**src/rtl/dacseq_pkg.sv**
```systemverilog
// Shared constants and types for the converter link sequencer.
// Assumes a fixed 16-bit frame with four control bits above the code.
package dacseq_pkg;
    localparam int FRAME_W   = 16;
    localparam int CTRL_W    = 4;
    localparam int CODE_W    = FRAME_W - CTRL_W;
    // control bit positions decoded by the converter
    localparam int POS_SEL_A = 15;
    localparam int POS_FAST  = 14;
    localparam int POS_PDN   = 13;
    localparam int POS_HOLD  = 12;

    typedef enum logic [1:0] {
        FK_LATCH_A   = 2'd0,
        FK_LATCH_B   = 2'd1,
        FK_HOLD_ONLY = 2'd2
    } frame_kind_e;

    typedef logic [CODE_W-1:0]  code_t;
    typedef logic [FRAME_W-1:0] frame_t;
endpackage

```
**src/rtl/dacseq_frame.sv**
```systemverilog
// Frame builder: packs a frame kind, code, speed mode and power-down bit
// into the 16-bit word. Purely combinational; assumes inputs held stable
// by the controller while the link loads the word.
module dacseq_frame
    import dacseq_pkg::*;
(
    input  frame_kind_e kind,
    input  code_t       code,
    input  logic        fast,
    input  logic        pdown,
    output frame_t      word
);

    // assemble control field and code
    always_comb begin
        word                = '0;
        word[CODE_W-1:0]    = code;
        word[POS_FAST]      = fast;
        word[POS_PDN]       = pdown;
        case (kind)
            FK_LATCH_A:   word[POS_SEL_A] = 1'b1;
            FK_HOLD_ONLY: word[POS_HOLD]  = 1'b1;
            default:      ;
        endcase
    end

endmodule

```
**src/rtl/dacseq_link.sv**
```systemverilog
// Serial link engine: shifts one frame out MSB first with an active-low
// select and a clock that idles high. Phase lengths are exact counts of
// system clocks. Assumes start is only pulsed while the engine is idle;
// a start seen in any other state is ignored.
module dacseq_link
    import dacseq_pkg::*;
#(
    parameter int SETUP_CYC = 2,
    parameter int LO_CYC    = 3,
    parameter int HI_CYC    = 3,
    parameter int GAP_CYC   = 2
) (
    input  logic   clk,
    input  logic   rst_n,
    input  logic   start,
    input  frame_t word,
    output logic   cs_n,
    output logic   sclk,
    output logic   sdo,
    output logic   frame_done
);

    localparam int M1    = (SETUP_CYC > LO_CYC) ? SETUP_CYC : LO_CYC;
    localparam int M2    = (HI_CYC > GAP_CYC) ? HI_CYC : GAP_CYC;
    localparam int MAXC  = (M1 > M2) ? M1 : M2;
    localparam int CNT_W = $clog2(MAXC) + 1;
    localparam int BIT_W = $clog2(FRAME_W);

    localparam logic [CNT_W-1:0] SETUP_LD = CNT_W'(SETUP_CYC - 1);
    localparam logic [CNT_W-1:0] LO_LD    = CNT_W'(LO_CYC - 1);
    localparam logic [CNT_W-1:0] HI_LD    = CNT_W'(HI_CYC - 1);
    localparam logic [CNT_W-1:0] GAP_LD   = CNT_W'(GAP_CYC - 1);
    localparam logic [BIT_W-1:0] LAST_BIT = BIT_W'(FRAME_W - 1);

    typedef enum logic [2:0] {
        L_IDLE, L_SETUP, L_LOW, L_HIGH, L_GAP
    } lstate_e;

    lstate_e          state;
    logic [CNT_W-1:0] cnt;
    logic [BIT_W-1:0] bitc;
    frame_t           shreg;
    logic             cs_q;
    logic             sclk_q;

    // phase sequencer, phase counter, bit counter and shift register
    always_ff @(posedge clk) begin
        if (!rst_n) begin
            state  <= L_IDLE;
            cnt    <= '0;
            bitc   <= '0;
            shreg  <= '0;
            cs_q   <= 1'b1;
            sclk_q <= 1'b1;
        end else begin
            case (state)
                L_IDLE: begin
                    if (start) begin
                        state <= L_SETUP;
                        cnt   <= SETUP_LD;
                        cs_q  <= 1'b0;
                        shreg <= word;
                        bitc  <= '0;
                    end
                end
                L_SETUP: begin
                    if (cnt == '0) begin
                        state  <= L_LOW;
                        cnt    <= LO_LD;
                        sclk_q <= 1'b0;
                    end else begin
                        cnt <= cnt - 1'b1;
                    end
                end
                L_LOW: begin
                    if (cnt == '0) begin
                        state  <= L_HIGH;
                        cnt    <= HI_LD;
                        sclk_q <= 1'b1;
                        if (bitc != LAST_BIT) begin
                            shreg <= {shreg[FRAME_W-2:0], 1'b0};
                        end
                    end else begin
                        cnt <= cnt - 1'b1;
                    end
                end
                L_HIGH: begin
                    if (cnt == '0) begin
                        if (bitc == LAST_BIT) begin
                            state <= L_GAP;
                            cnt   <= GAP_LD;
                            cs_q  <= 1'b1;
                            shreg <= '0;
                        end else begin
                            state  <= L_LOW;
                            cnt    <= LO_LD;
                            sclk_q <= 1'b0;
                            bitc   <= bitc + 1'b1;
                        end
                    end else begin
                        cnt <= cnt - 1'b1;
                    end
                end
                L_GAP: begin
                    if (cnt == '0) begin
                        state <= L_IDLE;
                    end else begin
                        cnt <= cnt - 1'b1;
                    end
                end
                default: state <= L_IDLE;
            endcase
        end
    end

    // drive pins and end-of-frame indication
    always_comb begin
        cs_n       = cs_q;
        sclk       = sclk_q;
        sdo        = shreg[FRAME_W-1];
        frame_done = (state == L_GAP) && (cnt == '0);
    end

endmodule

```
**src/rtl/dacseq_ctrl.sv**
```systemverilog
// Request controller: accepts a request when idle, decides on one or two
// frames, chooses kind, code and speed mode for each, and pulses done
// after the last frame's gap. Keeps the mode of the last single-channel
// write so that both frames of a paired update repeat it.
module dacseq_ctrl
    import dacseq_pkg::*;
(
    input  logic        clk,
    input  logic        rst_n,
    input  logic        req_valid,
    input  code_t       req_code_a,
    input  code_t       req_code_b,
    input  logic        req_fast,
    input  logic        req_sync,
    input  logic        req_chan_b,
    input  logic        req_pdown,
    input  logic        frame_done,
    output logic        start,
    output frame_kind_e kind,
    output code_t       code,
    output logic        fast,
    output logic        pdown,
    output logic        busy,
    output logic        done
);

    typedef enum logic [1:0] {C_IDLE, C_FIRST, C_LAST} cstate_e;

    cstate_e     state;
    code_t       code_a_q;
    code_t       code_q;
    frame_kind_e kind_q;
    logic        start_q;
    logic        fast_q;
    logic        pdn_q;
    logic        mode_q;
    logic        done_q;

    // request acceptance, frame sequencing and mode bookkeeping
    always_ff @(posedge clk) begin
        if (!rst_n) begin
            state    <= C_IDLE;
            code_a_q <= '0;
            code_q   <= '0;
            kind_q   <= FK_LATCH_A;
            start_q  <= 1'b0;
            fast_q   <= 1'b0;
            pdn_q    <= 1'b0;
            mode_q   <= 1'b0;
            done_q   <= 1'b0;
        end else begin
            start_q <= 1'b0;
            done_q  <= 1'b0;
            case (state)
                C_IDLE: begin
                    if (req_valid) begin
                        start_q  <= 1'b1;
                        pdn_q    <= req_pdown;
                        code_a_q <= req_code_a;
                        if (req_sync) begin
                            state  <= C_FIRST;
                            kind_q <= FK_HOLD_ONLY;
                            code_q <= req_code_b;
                            fast_q <= mode_q;
                        end else begin
                            state  <= C_LAST;
                            fast_q <= req_fast;
                            mode_q <= req_fast;
                            if (req_chan_b) begin
                                kind_q <= FK_LATCH_B;
                                code_q <= req_code_b;
                            end else begin
                                kind_q <= FK_LATCH_A;
                                code_q <= req_code_a;
                            end
                        end
                    end
                end
                C_FIRST: begin
                    if (frame_done) begin
                        state   <= C_LAST;
                        start_q <= 1'b1;
                        kind_q  <= FK_LATCH_A;
                        code_q  <= code_a_q;
                    end
                end
                C_LAST: begin
                    if (frame_done) begin
                        state  <= C_IDLE;
                        done_q <= 1'b1;
                    end
                end
                default: state <= C_IDLE;
            endcase
        end
    end

    // outputs toward the frame builder, link and host
    always_comb begin
        start = start_q;
        kind  = kind_q;
        code  = code_q;
        fast  = fast_q;
        pdown = pdn_q;
        busy  = (state != C_IDLE);
        done  = done_q;
    end

endmodule

```
**src/rtl/dacseq_top.sv**
```systemverilog
// Top of the converter link sequencer: request controller, frame builder
// and serial link engine. Timing parameters are in system clocks and must
// each be at least 1.
module dacseq_top
    import dacseq_pkg::*;
#(
    parameter int SETUP_CYC = 2,
    parameter int LO_CYC    = 3,
    parameter int HI_CYC    = 3,
    parameter int GAP_CYC   = 2
) (
    input  logic              clk,
    input  logic              rst_n,
    input  logic              req_valid,
    input  logic [CODE_W-1:0] req_code_a,
    input  logic [CODE_W-1:0] req_code_b,
    input  logic              req_fast,
    input  logic              req_sync,
    input  logic              req_chan_b,
    input  logic              req_pdown,
    output logic              busy,
    output logic              done,
    output logic              cs_n,
    output logic              sclk,
    output logic              sdo
);

    logic        start;
    logic        frame_done;
    frame_kind_e kind;
    code_t       code;
    logic        fast;
    logic        pdown;
    frame_t      word;

    dacseq_ctrl ctrl_i (
        .clk        (clk),
        .rst_n      (rst_n),
        .req_valid  (req_valid),
        .req_code_a (req_code_a),
        .req_code_b (req_code_b),
        .req_fast   (req_fast),
        .req_sync   (req_sync),
        .req_chan_b (req_chan_b),
        .req_pdown  (req_pdown),
        .frame_done (frame_done),
        .start      (start),
        .kind       (kind),
        .code       (code),
        .fast       (fast),
        .pdown      (pdown),
        .busy       (busy),
        .done       (done)
    );

    dacseq_frame frame_i (
        .kind  (kind),
        .code  (code),
        .fast  (fast),
        .pdown (pdown),
        .word  (word)
    );

    dacseq_link #(
        .SETUP_CYC (SETUP_CYC),
        .LO_CYC    (LO_CYC),
        .HI_CYC    (HI_CYC),
        .GAP_CYC   (GAP_CYC)
    ) link_i (
        .clk        (clk),
        .rst_n      (rst_n),
        .start      (start),
        .word       (word),
        .cs_n       (cs_n),
        .sclk       (sclk),
        .sdo        (sdo),
        .frame_done (frame_done)
    );

endmodule

```
**config.mk**
```make
export PLATFORM = sky130hd
export DESIGN_NAME = dacseq_top
export DESIGN_NICKNAME = d
export VERILOG_FILES = /design/src/rtl/dacseq_pkg.sv /design/src/rtl/dacseq_frame.sv /design/src/rtl/dacseq_link.sv /design/src/rtl/dacseq_ctrl.sv /design/src/rtl/dacseq_top.sv
export SDC_FILE = /design/constraint.sdc
export NUM_CORES = 1
export LEC_CHECK = 0
export BUFFER_PORTS_ARGS = -buffer_cell sky130_fd_sc_hd__buf_2
export CAP_MARGIN = 30
export CORE_ASPECT_RATIO = 0.5
export CORE_MARGIN = 2
export CORE_UTILIZATION = 57
export DETAILED_ROUTE_END_ITERATION = 16
export PLACE_DENSITY = 0.79
export SLEW_MARGIN = 20
export SYNTH_ARGS = -nofsm -noshare
export SYNTH_HDL_FRONTEND = slang
export SYNTH_SLANG_ARGS = --single-unit
```
**constraint.sdc**
```tcl
create_clock -name clk -period 2 [get_ports clk]
set_input_delay 0.1 -clock clk [delete_from_list [all_inputs] [get_ports clk]]
set_output_delay 0.1 -clock clk [all_outputs]
set_load 0.02 [all_outputs]
```
Yosys cells after proc, flatten, opt, wreduce, memory -nomap -nowiden

Index checks and enable logic that the tools add are counted.

Add/sub/neg operators: 2
Eq/ne operators: 21
Mux-type cells: 51
Bitwise operators: 1
Reductions and logical operators: 23

Operators with widths:

| cell                                          | count |
|---|---|
| two-way mux 16 bit                            | 5 |
| two-way mux 12 bit                            | 4 |
| case mux 16 bit (3 select lines)              | 1 |
| two-way mux 3 bit                             | 9 |
| case mux 12 bit (2 select lines)              | 1 |
| != test 2 x 1 -> 1 bit, second input constant | 8 |
| case mux 3 bit (5 select lines)               | 1 |
| two-way mux 2 bit                             | 7 |
| two-way mux 1 bit                             | 13 |
| two-way mux 4 bit                             | 3 |
| case mux 3 bit (4 select lines)               | 1 |
| AND reduction 3 bit                           | 4 |
| AND reduction 5 bit                           | 2 |
| != test 2 bit, second input constant          | 4 |
| case mux 4 bit (2 select lines)               | 1 |
| AND reduction 4 bit                           | 2 |
| == test 3 x 2 -> 1 bit, second input constant | 2 |
| logical NOT 3 bit                             | 2 |
| case mux 2 bit (3 select lines)               | 1 |
| AND reduction 6 bit                           | 1 |
| nonzero test 2 bit                            | 3 |
| nonzero test 3 bit                            | 2 |
| adder 4 x 1 -> 4 bit, second input constant   | 1 |
| == test 2 bit, second input constant          | 2 |
| 15 further kinds                              | 18 |

Flip-flop bits (word level): 60
Input port bits: 31
Output and inout port bits: 5
Logic and storage cells: 112

Depth between registers and ports, before layout

Gate-level depths: netlist of the first run.

Word-level depth: 4
Gate-level depth with buffers: 7
Mapped depth without buffers: 6

By module

From an unflattened synthesis of the first run, not the netlist that was laid out.

Cells, all modules: 383
Area, all modules: 3,218.1 sq um

By module, submodules not included:

| module       | times used | cells each | area each (sq um) | seq. area each (sq um) |
|---|---|---|---|---|
| dacseq_link  | 1          | 194        | 1,600.3           | 560.5 |
| dacseq_ctrl  | 1          | 173        | 1,495.2           | 640.6 |
| dacseq_frame | 1          | 16         | 122.6             | 0.0 |

Worst setup path before layout of the first run

OpenSTA, ideal clock, no wires.

Path type: reg-to-reg
Start point: reg link_i.cnt[0]
End point: reg ctrl_i.code_q[0] (netlist: ctrl_i.code[0])
Library setup time: 0.117 ns
Arrival time: 1.521 ns
Required time: 1.883 ns
Setup slack: 0.362 ns
Cell stages (with the launch flop): 8
Path buffers: 1
Period minus slack after synthesis: 1.638 ns
Cells stage by stage: dfxtp_1 inv_1 ha_1 and2b_1 nand4_2 and3_1 buf_2 a22o_1

Cells in the longest elaborated chain, start to end: 4

RTL lines:

| element                          | line               | text |
|---|---|---|
| start, declared                  | dacseq_link.sv:40  | `logic [CNT_W-1:0] cnt;` |
| start signal, assigned           | dacseq_link.sv:72  | `cnt <= cnt - 1'b1;` |
| start signal, assigned           | dacseq_link.sv:84  | `cnt <= cnt - 1'b1;` |
| start signal, assigned           | dacseq_link.sv:101 | `cnt <= cnt - 1'b1;` |
| logical NOT 3 bit                | dacseq_link.sv:121 | `frame_done = (state == L_GAP) && (cnt == '0);` |
| logical AND 1 bit                | dacseq_link.sv:121 |  |
| != test 2 x 1 -> 1 bit (no line) | n/a                |  |
| AND reduction 3 bit (no line)    | n/a                |  |
| end signal, assigned             | dacseq_ctrl.sv:63  | `code_q <= req_code_b;` |
| end signal, assigned             | dacseq_ctrl.sv:71  | `code_q <= req_code_b;` |
| end signal, assigned             | dacseq_ctrl.sv:74  | `code_q <= req_code_a;` |
| end, declared                    | dacseq_ctrl.sv:31  | `code_t code_q;` |

Every way passes these cells.
A chain may end at the register's enable or synchronous reset.

Worst setup path after layout of the first run

Start point: reg link_i.cnt[0]
End point: reg ctrl_i.code_q[1] (netlist: ctrl_i.code[1])

The elaborated chain is that of the path after synthesis.

==> impl_metrics.py, run 1 <==
metrics = {
    "power_and_ir_drop": {
        "max-vdd-ir-drop_uv": 612,
        "powerDensity_nw_per_um2": 1040,
        "power.leakage_nw": 1.35,
    },
    "clocking": {
        "cts_buffers": 9,
        "cts-root-buf": "clkbuf_8",
        "cts_buffer_depth": 2,
        "clk_pin_slew_worst_paths_ps": 70,
        "cts_tree": "done",
        "cts_max_level": 3,
        "clkLatencyLatePin_ps": 350,
        "cts_sinks": 60,
    },
    "critical_path": {
        "crit_buf_inv": 1,
        "startpoint": "link_i.cnt[0]$_SDFFE_PN0P_",
        "cp.required_ps": 2240,
        "timing.rr.start": "link_i.cnt[0]$_SDFFE_PN0P_",
        "startpoint_type": "register",
        "cp_slowest_stage_delay_ps": 370,
        "worst_ep_arrival_time_ps": 2070,
        "endpoint_kind": "register",
        "critical_path.max_fanout": 12,
        "critPathKind": "reg -> reg",
        "path_cells": "inv_1, ha_1, and2b_1, nand4_2, and3_2, a22o_1",
        "critPathSlowestCell": "and3_2",
        "cp_top_family": "simple AND/OR/NAND/NOR gates",
    },
    "grt": {
        "grt_max_degree": 32,
        "grt_use_total_pct": 24.5,
        "antenna_found_initial": 0,
        "grt_pass1_vias": 2354,
        "grt_pass1_wl_microns": 10800,
        "grt-ovfl-total": 0,
    },
    "synth": {
        "synth_edf_count": 0,
        "postSynthCellCount": 357,
        "syn-cell-area_sq_um": 2980,
        "ys_top_cells_by_area": "dfxtp_1 (40%), mux2i_1 (9.4%), nand2_1 (8.4%)",
        "synth_flop_cell": "dfxtp_1",
        "syn-num-nets": 391,
        "ys_top_cells_by_count": "nand2_1 (67), dfxtp_1 (60), o21ai_0 (34)",
        "avgSynthCellArea_sq_um": 8.34,
        "synthArstFlopShare_pct": 0,
        "ys_types": 55,
        "yosys.area.top_type": "dfxtp_1",
        "yosysTopAreaCellShare_pct": 40.3,
        "yosysMostFrequentCell": "nand2_1",
        "synth_warnings": 0,
        "ys_ff_latch": 60,
        "synth_seq_area_share_pct": 40.3,
    },
    "placement": {
        "dp_slack_ps": 64.6,
        "place_area_sq_um": 3190,
        "portBuffers": 35,
        "hpwl_microns": 4350,
        "gp_congestion": 0.803,
    },
    "route": {
        "wl_microns": 6670,
        "drc_errors": 0,
        "dr.pass1.iters": 7,
        "drtIter0Drc": 110,
        "dr_total_vias": 2673,
        "avgViaCountPerCell": 5.62,
        "antenna_left": 0,
        "post_drt_wl_per_cell_microns": 14.0,
    },
    "finish": {
        "drive_above_1_share_pct": 18.7,
        "area_growth_pct": 18.9,
        "final_util_pct": 71.2,
        "final_cell_area_sq_um": 3540,
        "nets": 435,
        "num_antenna_cells": 0,
    },
    "floorplan": {
        "core-area_sq_um": 4980,
        "start_util_pct": 59.9,
        "ios": 36,
        "die_w_microns": 106,
        "dieHeight_microns": 55.1,
        "dieArea_sq_um": 5860,
        "rows": 18,
    },
    "hold_path": {
        "min_from": "req_code_a[5]",
        "hold_class": "in -> reg",
    },
    "sta": {
        "hold_viol": 0,
        "worst_clock_skew_ps": 7.12,
        "worst_pin_slew_ps": 468,
        "rsz0062_at_grt": "no",
        "layout_min_cycle_time_ps": 1830,
        "finalMaxSlewViolations": 0,
        "finalCritPeriodShare_pct": 91.3,
        "hold_slack_ps": 14.6,
        "slew_headroom_pct": 68.7,
        "fin_tns_setup_ps": 0,
        "setup_ws_ps": 173,
        "max_freq_mhz": 547,
        "setup_viol": 0,
    },
    "outcome": {
        "outcome": "completed",
    },
    "run": {
        "maxCapViolCount": 0,
    },
}
[worst reg2reg max path, delay by kind of cell (launching register included)]
kind | cells | cell delay, ps
AND/OR/NAND/NOR | 3 | 820
flip-flops | 1 | 320
AO/OA/AOI/OAI | 1 | 250
adder cells (fa/ha/maj) | 1 | 240
buffers and inverters | 1 | 100
[state kept, by name (all words and copies together) (netlist names), 2 cells and up]
signal	flops
ctrl_i.code	12
link_i.bitc	4
link_i.state	3
ctrl_i.state	2
ctrl_i.kind	2
link_i.shreg	16
ctrl_i.code_a_q	12
link_i.cnt	3
[power by group]
group          switching [W]  internal, W  total [W]
clock               0.000504     0.000580    0.00108
combinational       0.000638     0.000489    0.00113
sequential          0.000126      0.00134    0.00146
total                0.00127      0.00241    0.00368
[final cells by class]
cell class | instances | area (sq um)
Multi-Input combinational cell | 249 | 1570
Clock inverter | 7 | 75.1
Sequential cell | 60 | 1200
Timing Repair Buffer | 62 | 418
Fill cell | 368 | 1430
Clock buffer | 9 | 124
Inverter | 19 | 71.3
Tap cell | 70 | 87.6
[stage by stage]
| stage | power (W) | std cells |
|---|---|---|
| after global placement | 0.00249 | 446 |
| after floorplan | 0.00230 | 357 |
| after CTS | 0.00364 | 473 |
| after detailed placement | 0.00253 | 446 |
| final | 0.00368 | 476 |
| after global routing | 0.00390 | 476 |
[layer usage]
layer  vias to the layer above  GRT usage, %  routed length, microns
met5                         -             0                       0
met4                         0          11.8                     131
met3                        12          7.73                     420
met2                        84          40.8                    3050
met1                      1231          29.8                    3070
li1                       1346             -                       -
[layout by cell type, fill, tap and decap left out, drive strengths merged, types with 3 or more instances in the layout]
| master | instances |
|---|---|
| o211ai | 14 |
| inv | 20 |
| nand2 | 67 |
| ha | 3 |
| o21ai | 35 |
| nand3b | 3 |
| a22o | 12 |
| nor2 | 12 |
| dfxtp | 60 |
| mux2i | 28 |
| a21oi | 22 |
| dlygate4sd3 | 11 |
| nand4 | 4 |
| clkbuf | 9 |
| nor3 | 4 |
| clkinvlp | 3 |
| nand3 | 9 |
| buf | 51 |
[what timing repair did]
| item | CTS | global route |
|---|---|---|
| gates resized for setup | 0 | 2 |
| endpoints found under the hold margin | 11 | 0 |
| setup endpoints to repair | 0 | 29 |
| hold buffers | 11 | 0 |
| buffers inserted | 0 | 3 |
[path summary, 6_finish.rpt]
kind         cells after the start  slack, ps                               to
max                              6        170      ctrl_i.code[1]$_SDFFE_PN0P_
min                              3         10  ctrl_i.code_a_q[5]$_SDFFE_PN0P_
max reg2reg                      6        170      ctrl_i.code[1]$_SDFFE_PN0P_
min reg2reg                      2        460    link_i.shreg[11]$_SDFFE_PN0P_
[cell families after synthesis]
kind of cell,synth area share [%]
buffers and inverters,7.39
flip-flops,40.3
AND/OR/NAND/NOR,19.4
AO/OA/AOI/OAI,22.0
multiplexers,9.41
adder cells (fa/ha/maj),1.26
XOR/XNOR,0.294
Power figures use the tool's default switching activity.
==> inputs of run 2 (changes only) <==
--- a/config.mk
+++ b/config.mk
@@ -5,7 +5,8 @@
 export SDC_FILE = /design/constraint.sdc
 export NUM_CORES = 1
 export LEC_CHECK = 0
-export BUFFER_PORTS_ARGS = -buffer_cell sky130_fd_sc_hd__buf_2
+export ABC_CLOCK_PERIOD_IN_PS = 2000
+export BUFFER_PORTS_ARGS = -buffer_cell sky130_fd_sc_hd__buf_4
 export CAP_MARGIN = 30
 export CORE_ASPECT_RATIO = 0.5
 export CORE_MARGIN = 2
==> impl_metrics.py, run 2 (synthesis results as in run 1) <==
metrics = {
    "critical_path": {
        "startpoint_type": "register",
        "crit_buf_inv": 1,
        "timing.rr.start": "link_i.cnt[0]$_SDFFE_PN0P_",
        "cp_slowest_stage_delay_ps": 330,
        "worst_ep_arrival_time_ps": 2030,
        "endpoint_kind": "register",
        "path_cells": "inv_1, ha_1, and2b_1, nand4_2, and3_4, a22o_1",
        "critPathSlowestCell": "and3_4",
        "r2r_cells": 6,
        "critical_path.max_fanout": 12,
        "critPathKind": "reg -> reg",
        "cp.required_ps": 2230,
        "r2r_slack_ps": 200,
        "r2r-end": "ctrl_i.code[8]$_SDFFE_PN0P_",
        "cp_top_family": "simple AND/OR/NAND/NOR gates",
    },
    "finish": {
        "final_util_pct": 72.4,
        "drive_above_1_share_pct": 17.6,
        "top_register": "link_i.shreg",
        "largest_reg_flops": 16,
        "nFillCells": 361,
        "layout_commonest_cell": "nand2_1",
        "layout.cells.most_common_list": "nand2_1 (67), dfxtp_1 (60), buf_4 (45)",
        "num_antenna_cells": 0,
        "nets": 427,
        "area_growth_pct": 20.9,
    },
    "power_and_ir_drop": {
        "power.leakage_nw": 1.37,
        "internal-power_w": 0.00262,
        "p_sw_w": 0.00122,
        "powerDensity_nw_per_um2": 1070,
        "combinationalPowerShare_pct": 29.1,
        "max-vdd-ir-drop_uv": 521,
        "p_sw_share_pct": 31.8,
        "seqPwrFrac_pct": 38.0,
        "clkPwrFrac_pct": 32.9,
    },
    "run": {
        "maxCapViolCount": 0,
    },
    "floorplan": {
        "start_util_pct": 59.9,
        "rows": 18,
        "ios": 36,
        "dieHeight_microns": 55.1,
        "dieArea_sq_um": 5860,
        "die_w_microns": 106,
        "core-area_sq_um": 4980,
    },
    "route": {
        "met1_length_microns": 3160,
        "drc_errors": 0,
        "post_drt_wl_per_cell_microns": 14.0,
        "antenna_left": 0,
        "top_layer": "met4",
        "drtIter0Drc": 153,
        "avgViaCountPerCell": 5.67,
        "wl_met3_microns": 394,
        "wl_met2_microns": 2890,
        "dr_total_vias": 2647,
        "dr.pass1.iters": 5,
        "wl_microns": 6520,
    },
    "sta": {
        "hold_viol": 0,
        "finalMaxSlewViolations": 0,
        "worst_pin_slew_ps": 465,
        "slew_headroom_pct": 69.0,
        "setup_viol": 0,
        "finalCritPeriodShare_pct": 90.1,
        "max_freq_mhz": 555,
        "rsz0062_at_grt": "no",
        "layout_min_cycle_time_ps": 1800,
        "fin_tns_setup_ps": 0,
        "worst_clock_skew_ps": 10.6,
    },
    "clocking": {
        "cts_tree": "done",
        "clk_pin_slew_worst_paths_ps": 70,
        "cts-root-buf": "clkbuf_8",
        "cts_sinks": 60,
        "cts_max_level": 3,
        "clkLatencyLatePin_ps": 330,
        "cts_buffers": 9,
        "cts_setup_buffers": 0,
        "cts_buffer_depth": 2,
    },
    "hold_path": {
        "hold_class": "in -> reg",
        "min_delay_worst_endpoint": "ctrl_i.fast$_SDFFE_PN0P_",
        "hold_path_depth": 3,
        "min_from": "req_fast",
    },
    "placement": {
        "gp_congestion": 0.820,
        "portBuffers": 35,
        "hpwl_microns": 4430,
    },
    "grt": {
        "grt_use_total_pct": 23.6,
        "grt-ovfl-total": 0,
        "grt_max_degree": 33,
        "grt_pass1_vias": 2239,
        "antenna_found_initial": 0,
        "grt_pass1_wl_microns": 10500,
    },
    "outcome": {
        "outcome": "completed",
    },
}
[run 2: cell count changes in the layout (fill, tap and decap cells not counted), sizes merged]
cell / delta
clkbuf: +3
bufinv: +1
inv: -2
clkinvlp: -3
buf: -5
dlygate4sd3: -3
[run 2: worst max-delay path by stage]
stage                               start                           end  slack (ps)  cells after the start
6_report       link_i.cnt[0]$_SDFFE_PN0P_   ctrl_i.code[8]$_SDFFE_PN0P_         200                      6
2_1_floorplan  link_i.cnt[0]$_SDFFE_PN0P_   ctrl_i.code[0]$_SDFFE_PN0P_         360                      7
4_1_cts        link_i.cnt[0]$_SDFFE_PN0P_  ctrl_i.code[11]$_SDFFE_PN0P_         110                      6
5_1_grt        link_i.cnt[0]$_SDFFE_PN0P_   ctrl_i.code[3]$_SDFFE_PN0P_          80                      6
3_5_place_dp   link_i.cnt[0]$_SDFFE_PN0P_  ctrl_i.code[11]$_SDFFE_PN0P_         150                      6
3_3_place_gp   link_i.cnt[0]$_SDFFE_PN0P_   ctrl_i.code[7]$_SDFFE_PN0P_         260                      6
[run 2: layer usage]
metal	GRT usage [%]	up-vias
met3	6.67	8
li1	-	1332
met4	11.6	0
met5	0	-
met1	30.4	1215
met2	37.4	92
[run 2: power groups by stage]
| stage | Combinational [W] | Sequential (W) | Clock [W] |
|---|---|---|---|
| after floorplan | 0.000854 | 0.00145 | 0 |
| after global placement | 0.00104 | 0.00148 | 0 |
| after detailed placement | 0.00108 | 0.00149 | 0 |
| after CTS | 0.00111 | 0.00146 | 0.00129 |
| after global routing | 0.00123 | 0.00148 | 0.00133 |
| final | 0.00112 | 0.00146 | 0.00127 |
[run 2: repair_timing]
action / 4_1_cts / 5_1_grt
hold buffers: 8 / 0
endpoints found under the setup margin: 0 / 12
gates resized for setup: 0 / 3
hold endpoints to repair: 8 / 0
[run 2: layout make-up]
| type | instances | area [sq um] | area share [%] |
|---|---|---|---|
| well taps | 70 | 87.6 | 2.43 |
| clock inverters | 3 | 68.8 | 1.91 |
| inverters | 19 | 71.3 | 1.98 |
| multi-input cells | 249 | 1570 | 43.6 |
| repair buffers | 54 | 438 | 12.2 |
| clock buffers | 12 | 165 | 4.58 |
| flip-flops and latches | 60 | 1200 | 33.3 |
[run 2: per-stage QoR]
step,setup slack (ps),instance area (sq um),hold slack (ps),total power [W],instances
6_report,198,3600,20.2,0.00385,467
5_1_grt,84.0,3600,8.99,0.00404,467
3_5_place_dp,150,3280,365,0.00257,444
4_1_cts,112,3590,0.762,0.00386,467
2_1_floorplan,362,2980,236,0.00230,357
3_3_place_gp,259,3280,347,0.00252,444
[run 2: worst register-to-register path, cell delays in order, from the launching register on]
cell,delay (ps)
dfxtp_1,310
inv_1,90
ha_1,240
and2b_1,250
nand4_2,240
and3_4,330
a22o_1,240
